## config.mk

```make
export PLATFORM = sky130hd
export DESIGN_NAME = pwm_saw_timer
export DESIGN_NICKNAME = d
export VERILOG_FILES = /design/src/rtl/pwm_tmr_pkg.sv /design/src/rtl/pwm_prescaler.sv /design/src/rtl/pwm_saw_counter.sv /design/src/rtl/pwm_pin_gen.sv /design/src/rtl/pwm_saw_timer.sv
export SDC_FILE = /design/constraint.sdc
export NUM_CORES = 1
export LEC_CHECK = 0
export BUFFER_PORTS_ARGS = -buffer_cell sky130_fd_sc_hd__buf_4
export CORE_AREA = 5 5 160 162
export DETAILED_ROUTE_END_ITERATION = 8
export DIE_AREA = 0 0 165 167
export PLACE_DENSITY = 0.69
export RECOVER_POWER = 100
export REMOVE_ABC_BUFFERS = 1
export SLEW_MARGIN = 15
export SYNTH_ARGS = -nofsm -noshare
export SYNTH_HDL_FRONTEND = slang
export SYNTH_SLANG_ARGS = --single-unit
export TNS_END_PERCENT = 10
```

## constraint.sdc

```tcl
create_clock -name clk -period 3.4 [get_ports clk]
set_clock_uncertainty 0.15 [all_clocks]
set_input_delay 0.51 -clock clk [delete_from_list [all_inputs] [get_ports clk]]
set_output_delay 0.51 -clock clk [all_outputs]
set_load 0.02 [all_outputs]
```

## src/rtl/pwm_tmr_pkg.sv

```systemverilog
package pwm_tmr_pkg;
  localparam int DATA_W = 32;
  localparam int PSC_W  = 3;
  localparam int MODE_W = 3;
  localparam int ACT_W  = 5;

  localparam logic [7:0] OFS_CTRL = 8'h2C;
  localparam logic [7:0] OFS_DIR  = 8'h30;
  localparam logic [7:0] OFS_PINC = 8'h34;
  localparam logic [7:0] OFS_BUFE = 8'h40;
  localparam logic [7:0] OFS_CNT  = 8'h48;
  localparam logic [7:0] OFS_CMPA = 8'h4C;
  localparam logic [7:0] OFS_CMPB = 8'h50;
  localparam logic [7:0] OFS_PER  = 8'h64;

  localparam int CTRL_RUN_BIT  = 0;
  localparam int CTRL_MODE_LSB = 16;
  localparam int CTRL_PSC_LSB  = 24;

  localparam int PINC_ACT_LSB_A = 0;
  localparam int PINC_EN_BIT_A  = 8;
  localparam int PINC_ACT_LSB_B = 16;
  localparam int PINC_EN_BIT_B  = 24;

  localparam logic [MODE_W-1:0] MODE_SAW    = '0;
  localparam logic [ACT_W-1:0]  ACT_HI_TOGL = 5'h1B;
endpackage

```

## src/rtl/pwm_prescaler.sv

```systemverilog
module pwm_prescaler #(
  parameter int PSC_W   = 3,
  parameter int PSC_MAX = 5
) (
  input  logic             clk,
  input  logic             rst_n,
  input  logic             run,
  input  logic [PSC_W-1:0] code,
  output logic             tick
);
  localparam int DIV_W = 2 * PSC_MAX;

  logic [PSC_W-1:0] eff_code;
  logic [DIV_W:0]   span_m1;
  logic [DIV_W-1:0] pcnt_q;

  always_comb begin
    eff_code = (code > PSC_W'(PSC_MAX)) ? PSC_W'(PSC_MAX) : code;
    span_m1  = ((DIV_W+1)'(1) << (2 * eff_code)) - (DIV_W+1)'(1);
  end

  assign tick = run && (pcnt_q == span_m1[DIV_W-1:0]);

  always_ff @(posedge clk) begin
    if (!rst_n)     pcnt_q <= '0;
    else if (!run)  pcnt_q <= '0;
    else if (tick)  pcnt_q <= '0;
    else            pcnt_q <= pcnt_q + 1'b1;
  end

  AST_TICK_SPACED: assert property (@(posedge clk) disable iff (!rst_n)
    (tick && eff_code != '0) |=> !tick);
endmodule

```

## src/rtl/pwm_saw_counter.sv

```systemverilog
module pwm_saw_counter #(
  parameter int CNT_W = 32
) (
  input  logic             clk,
  input  logic             rst_n,
  input  logic             tick,
  input  logic             wr_en,
  input  logic [CNT_W-1:0] wr_val,
  input  logic [CNT_W-1:0] period,
  output logic [CNT_W-1:0] cnt,
  output logic             wrap
);
  assign wrap = tick && (cnt >= period);

  always_ff @(posedge clk) begin
    if (!rst_n)      cnt <= '0;
    else if (wr_en)  cnt <= wr_val;
    else if (wrap)   cnt <= '0;
    else if (tick)   cnt <= cnt + 1'b1;
  end

  AST_WRAP_ZERO: assert property (@(posedge clk) disable iff (!rst_n)
    (tick && cnt >= period && !wr_en) |=> (cnt == '0));
  AST_STEP_ONE: assert property (@(posedge clk) disable iff (!rst_n)
    (tick && cnt < period && !wr_en) |=> (cnt == $past(cnt) + 1'b1));
  AST_HOLD_IDLE: assert property (@(posedge clk) disable iff (!rst_n)
    (!tick && !wr_en) |=> $stable(cnt));
endmodule

```

## src/rtl/pwm_pin_gen.sv

```systemverilog
module pwm_pin_gen
  import pwm_tmr_pkg::*;
#(
  parameter int CNT_W = 32
) (
  input  logic             clk,
  input  logic             rst_n,
  input  logic             run,
  input  logic             tick,
  input  logic             wrap,
  input  logic [CNT_W-1:0] cnt,
  input  logic [CNT_W-1:0] cmp,
  input  logic             en,
  input  logic [ACT_W-1:0] act,
  output logic             pin
);
  logic lvl_q;
  logic step_hit;

  assign step_hit = (CNT_W'(cnt + 1'b1) == cmp);

  always_ff @(posedge clk) begin
    if (!rst_n)          lvl_q <= 1'b0;
    else if (!run)       lvl_q <= 1'b1;
    else if (wrap)       lvl_q <= (cmp != '0);
    else if (tick && step_hit) lvl_q <= ~lvl_q;
  end

  assign pin = run && en && (act == ACT_HI_TOGL) && lvl_q;

  AST_WRAP_HIGH: assert property (@(posedge clk) disable iff (!rst_n)
    (run && wrap && cmp != '0) |=> (lvl_q || !run));
endmodule

```

## src/rtl/pwm_saw_timer.sv

```systemverilog
module pwm_saw_timer
  import pwm_tmr_pkg::*;
#(
  parameter int CNT_W   = 32,
  parameter int PSC_MAX = 5
) (
  input  logic              clk,
  input  logic              rst_n,
  input  logic              reg_wr,
  input  logic [7:0]        reg_addr,
  input  logic [DATA_W-1:0] reg_wdata,
  output logic [DATA_W-1:0] reg_rdata,
  output logic              pin_a,
  output logic              pin_b
);
  localparam int NPIN = 2;
  localparam int ACT_LSB [NPIN] = '{PINC_ACT_LSB_A, PINC_ACT_LSB_B};
  localparam int EN_BIT  [NPIN] = '{PINC_EN_BIT_A, PINC_EN_BIT_B};

  logic              start_q;
  logic [MODE_W-1:0] mode_q;
  logic [PSC_W-1:0]  psc_q;
  logic [1:0]        dir_q;
  logic [DATA_W-1:0] bufe_q;
  logic [CNT_W-1:0]  per_q;
  logic [CNT_W-1:0]  cmp_q  [NPIN];
  logic [ACT_W-1:0]  act_q  [NPIN];
  logic              en_q   [NPIN];

  logic             run;
  logic             tick;
  logic             wrap;
  logic [CNT_W-1:0] cnt;
  logic             cnt_wr;
  logic [NPIN-1:0]  pins;

  assign run    = start_q && (mode_q == MODE_SAW);
  assign cnt_wr = reg_wr && (reg_addr == OFS_CNT);

  always_ff @(posedge clk) begin
    if (!rst_n) begin
      start_q <= 1'b0;
      mode_q  <= '0;
      psc_q   <= '0;
      dir_q   <= '0;
      bufe_q  <= '0;
      per_q   <= '0;
      for (int i = 0; i < NPIN; i++) begin
        cmp_q[i] <= '0;
        act_q[i] <= '0;
        en_q[i]  <= 1'b0;
      end
    end else if (reg_wr) begin
      case (reg_addr)
        OFS_CTRL: begin
          start_q <= reg_wdata[CTRL_RUN_BIT];
          if (!start_q) begin
            mode_q <= reg_wdata[CTRL_MODE_LSB +: MODE_W];
            psc_q  <= reg_wdata[CTRL_PSC_LSB +: PSC_W];
          end
        end
        OFS_DIR:  dir_q  <= reg_wdata[1:0];
        OFS_BUFE: bufe_q <= reg_wdata;
        OFS_PER:  per_q  <= reg_wdata[CNT_W-1:0];
        OFS_CMPA: cmp_q[0] <= reg_wdata[CNT_W-1:0];
        OFS_CMPB: cmp_q[1] <= reg_wdata[CNT_W-1:0];
        OFS_PINC: begin
          for (int i = 0; i < NPIN; i++) begin
            act_q[i] <= reg_wdata[ACT_LSB[i] +: ACT_W];
            en_q[i]  <= reg_wdata[EN_BIT[i]];
          end
        end
        default: ;
      endcase
    end
  end

  always_comb begin
    reg_rdata = '0;
    case (reg_addr)
      OFS_CTRL: begin
        reg_rdata[CTRL_RUN_BIT]           = start_q;
        reg_rdata[CTRL_MODE_LSB +: MODE_W] = mode_q;
        reg_rdata[CTRL_PSC_LSB +: PSC_W]   = psc_q;
      end
      OFS_DIR:  reg_rdata[1:0] = dir_q;
      OFS_BUFE: reg_rdata = bufe_q;
      OFS_CNT:  reg_rdata[CNT_W-1:0] = cnt;
      OFS_CMPA: reg_rdata[CNT_W-1:0] = cmp_q[0];
      OFS_CMPB: reg_rdata[CNT_W-1:0] = cmp_q[1];
      OFS_PER:  reg_rdata[CNT_W-1:0] = per_q;
      OFS_PINC: begin
        for (int i = 0; i < NPIN; i++) begin
          reg_rdata[ACT_LSB[i] +: ACT_W] = act_q[i];
          reg_rdata[EN_BIT[i]]           = en_q[i];
        end
      end
      default: reg_rdata = '0;
    endcase
  end

  pwm_prescaler #(.PSC_W(PSC_W), .PSC_MAX(PSC_MAX)) u_psc (
    .clk(clk), .rst_n(rst_n), .run(run), .code(psc_q), .tick(tick)
  );

  pwm_saw_counter #(.CNT_W(CNT_W)) u_cnt (
    .clk(clk), .rst_n(rst_n), .tick(tick), .wr_en(cnt_wr),
    .wr_val(reg_wdata[CNT_W-1:0]), .period(per_q), .cnt(cnt), .wrap(wrap)
  );

  for (genvar g = 0; g < NPIN; g++) begin : g_pin
    pwm_pin_gen #(.CNT_W(CNT_W)) u_pin (
      .clk(clk), .rst_n(rst_n), .run(run), .tick(tick), .wrap(wrap),
      .cnt(cnt), .cmp(cmp_q[g]), .en(en_q[g]), .act(act_q[g]), .pin(pins[g])
    );
  end

  assign pin_a = pins[0];
  assign pin_b = pins[1];

  AST_CFG_LOCKED: assert property (@(posedge clk) disable iff (!rst_n)
    start_q |=> ($stable(mode_q) && $stable(psc_q)));
  AST_PINS_IDLE: assert property (@(posedge clk) disable iff (!rst_n)
    !start_q |-> (!pin_a && !pin_b));
  AST_NO_TICK_STOPPED: assert property (@(posedge clk) disable iff (!rst_n)
    !run |-> !tick);
endmodule

```

==> results by stage <==
Clock network:
- The clock transition at the register clock pins on the worst setup and hold paths after CTS is 0.09 ns.
- After clock tree synthesis, the flow added hold-fix buffers numbering 0.
- The TritonCTS clock tree is done.
- The root buffer cell chosen for the clock tree is clkbuf_16.
- The clock network latency to the later pin of the worst-skew pair is 0.45 ns.
- The number of buffers created by CTS is 17.
- The clock passes through at most 2 buffers.
- The total number of H-tree levels is 4.
- The CTS sink count is 193.

Routing:
- After detailed routing, the total wire length is 43200 um.
- The detail route stage leaves a number of antenna-violating nets equal to 0.
- After detailed routing, the number of vias per cell comes to 6.18.
- The final route contains 11.4k vias.
- After the first detailed-routing iteration, the DRC count stood at 1338.
- The first detailed-routing pass took 5 iterations.
- Dividing the detail-routed wire length by the instance count gives 23.4 um.
- The detailed-route DRC error count is 0.

Hold path:
- The end point of the most critical hold path is bufe_q[5].
- The min-delay analysis places its worst path in the category primary input to flop.
- The start point of the worst hold path is reg_wdata[5].
- Counting instances, the worst hold path has a depth of 3.

Power and ir drop:
- Summed over all cells, the static leakage comes to 4.99 nW.
- Summing internal, switching and leakage power gives 0.00502 W.
- For this design the ratio of total power to cell area is 356 nW/um^2.
- Across the VDD grid, the largest voltage drop is 0.000230 V.

Worst setup path:
- In this run the worst path has a maximum fanout of 5.
- The cell depth of the worst flop-to-flop path is 9.
- The critical path data required time is 3.59 ns.
- The endpoint of the worst register-to-register path is g_pin[1].u_pin.lvl_q.
- The critical setup path kind is flop to flop.
- STA classifies the critical path startpoint as a flop.
- The endpoint arrival time on the critical path is 3.50 ns.
- The flop-to-flop setup slack is 0.1 ns.
- The startpoint identified for the worst register-to-register timing path is u_cnt.cnt[1].
- The kind of capture point of the worst setup path is a flop.

Global routing:
- The number of global-route vias before repair was 10.9k.
- After global routing, the most crowded layer is met2.
- The number of antenna violations at the first check in global routing came to 1.
- The first global-routing pass estimated 66600 um of wire.
- The global routing usage on met2 is 0.483.
- After global routing the overflow that remains totals 0.
- In the global route stage, met3 resource usage came out at 0.0714.
- For this run, global-route usage on met1 was measured as 0.449.
- Entering global routing, the biggest net connects 61 pins.
- For this run, the total global-route usage over all layers was measured as 0.316.

Yosys:
- The number of warnings issued by yosys is 0.
- Of all flip-flops after synthesis, the portion carrying an async set or reset was 0.
- The most used flip-flop cell after synthesis is dfxtp_1.
- After synthesis, the mean cell area works out to 8.56 sq um.
- The number of storage elements in the synthesis netlist is 193.
- In this run, synthesis inferred 76 flip-flops with an integrated enable.
- After technology mapping, the gate count stands at 1379.
- The sequential share of the synthesized area is 0.392.
- The number of different library cells used by synthesis comes to 72.
- The cell area after synthesis is 11800 sq um.

Cells and area:
- The layout cell share with drive strength beyond 1 is 0.176.
- The number of nets in the finished design is 1589.
- The final antenna diode count is 0.
- The layout filler cell count is 2220.
- From synthesis to final layout, the design area changed by 19.6%.
- Once layout is complete, the utilization of the core stands at 0.589.

Timing:
- The smallest clock period supported by the final layout is computed as 3.30 ns.
- The post-route fraction of the period consumed by the critical path is 0.972.
- The tightest hold margin is 0.177 ns.
- The final-report hold violation count came to 0.
- The achievable frequency is 303 MHz.
- Setup repair after global routing could not meet its margin everywhere.
- Headroom to the max-slew limit came out at 0.264.
- The final-report max-slew violation count is 0.
- The final count of negative-setup-slack endpoints is 0.
- The actual transition at the worst max-transition pin is 1.10 ns.

Job:
- The reported max-cap violation count is 0.

Floorplan:
- The floorplan step set the die height to 167 um.
- Measured along the x axis, the die boundary spans 165 um.
- The starting density of the core is 0.492.
- After floorplanning, the core was divided into 57 placement rows.
- 77 I/O pins were placed.
- The die outline area is 27600 sq um.
- The area of the core region is 24000 sq um.

Place:
- The half-perimeter wire length after placement is 31700 um.
- During placement, the flow inserted port buffers numbering 76.
- The routability congestion estimate is 1.06.

Outcome:
- The run finished with clean final reports.
-- critical path: stages (launching register included) --
cell and delay, ns:
dfxtp_2 0.40, nand4_2 0.17, or4_4 0.58, nand2_4 0.09
o22ai_1 0.10, or4_1 0.52, or4_1 0.54, nor4_2 0.25
xor2_1 0.10, o311a_1 0.29
-- flip-flops by register name, indices dropped and copies added, names as in the netlist --
signal,cells
start_q,1
per_q,32
psc_q,3
bufe_q,32
cmp_q,64
u_cnt.cnt,32
mode_q,3
u_psc.pcnt_q,10
act_q,10
g_pin.u_pin.lvl_q,2
dir_q,2
en_q,2
-- metal layers --
| layer | vias to the layer above | part of all wire |
|---|---|---|
| li1 | 5307 | - |
| met1 | 5477 | 0.43 |
| met2 | 564 | 0.45 |
| met3 | 76 | 0.094 |
| met4 | 2 | 0.025 |
| met5 | - | 0.00021 |
-- how the worst max path moves through the flow --
stage,start,to,depth (start not counted)
2_1_floorplan,reg_addr[5],u_cnt.cnt[13],6
4_1_cts,u_cnt.cnt[1],g_pin[1].u_pin.lvl_q,9
6_report,u_cnt.cnt[1],g_pin[1].u_pin.lvl_q,9
3_3_place_gp,u_cnt.cnt[1],g_pin[1].u_pin.lvl_q,10
5_1_grt,u_cnt.cnt[2],u_cnt.cnt[12],14
3_5_place_dp,u_cnt.cnt[1],g_pin[1].u_pin.lvl_q,10
-- cells in the final DEF, fill, tap and decap left out, types with 15 or more instances in the layout --
master | netlist | final
nand2_1 | 207 | 206
buf_4 | 4 | 158
dfxtp_1 | 117 | 112
edfxtp_1 | 76 | 76
a22oi_1 | 73 | 73
o21ai_0 | 74 | 73
a21boi_0 | 68 | 68
nor2_1 | 64 | 63
xnor2_1 | 60 | 60
nand3_1 | 58 | 57
a21oi_1 | 47 | 47
inv_1 | 43 | 43
and2_0 | 1 | 37
clkbuf_2 | 3 | 34
ha_1 | 34 | 33
nand4_1 | 31 | 31
xor2_1 | 25 | 25
nor4_1 | 27 | 24
nor3_1 | 18 | 17
a31oi_1 | 17 | 17
clkbuf_16 | 0 | 17
o31ai_1 | 16 | 16
and2_1 | 51 | 15
and3_1 | 15 | 15
-- kinds of logic after synthesis --
logic type / count (synthesis) / share of synthesized area
DFF: 193 / 0.392
AOI/OAI and AO/OA: 358 / 0.207
muxes: 15 / 0.0129
and+or+nand+nor: 548 / 0.237
buffers and inverters: 145 / 0.0501
adders and majority gates: 34 / 0.0360
xor gates and xnor gates: 86 / 0.0651
-- Yosys cell counts (5+ instances only) --
master    instances  share of area
inv_1            43          0.014
edfxtp_1         76           0.19
nand3b_1          9         0.0057
a222oi_1          7         0.0059
xnor2_1          60          0.045
mux2i_1          13          0.011
and3_1           15         0.0080
o21ai_0          74          0.031
nor4_1           27          0.014
nand3_1          58          0.025
and4_1            6         0.0045
or4_1             6         0.0038
ha_1             34          0.036
nand4_1          31          0.016
a21boi_0         68          0.043
o41ai_1           5         0.0037
a221oi_1          6         0.0045
xor2_1           25          0.019
clkbuf_1         86          0.027
nor3_1           18         0.0076
nor2b_1          14         0.0074
o31ai_1          16          0.010
nor2_1           64          0.020
buf_2             5         0.0021
or3_1             6         0.0032
a31oi_1          17         0.0090
and2_1           51          0.027
a21oi_1          47          0.020
nand2_1         207          0.066
nor3b_1           8         0.0051
a211oi_1          5         0.0032
dfxtp_1         117           0.20
nand2b_1          7         0.0037
a22oi_1          73          0.046
-- power by group --
part           switching, W  total (W)  internal, W
combinational      0.000184   0.000321     0.000138
sequential        0.0000886    0.00254      0.00245
clock               0.00114    0.00216      0.00102
total               0.00141    0.00502      0.00361
-- layout make-up --
class                      instances  area, sq um  area share
clock buffer                      17          425      0.0301
clock inverter                    15          206      0.0146
inverter                          43          161      0.0114
multi-input combinational       1041         6700       0.475
sequential                       193         4630       0.328
tap                              324          405      0.0287
timing repair buffer             216         1580       0.112
-- through the flow --
step	std cells	cell area (sq um)	TNS, ns	worst slack, ns
final	1849	14100	0	0.0966
after global routing	1849	14100	-0.0337	-0.0124
after CTS	1848	14200	0	0.0147
after detailed placement	1816	13600	-0.315	-0.212
after global placement	1816	13600	-0.183	-0.118
after floorplan	1277	11400	-158.53	-2.71
-- what timing repair did --
| action | CTS | global route |
|---|---|---|
| pin swaps | 0 | 5 |
| resized for setup | 9 | 14 |
| setup endpoints to repair | 2 | 24 |
| setup buffers | 0 | 1 |
Note: power is estimated with default switching activity, not from simulation.
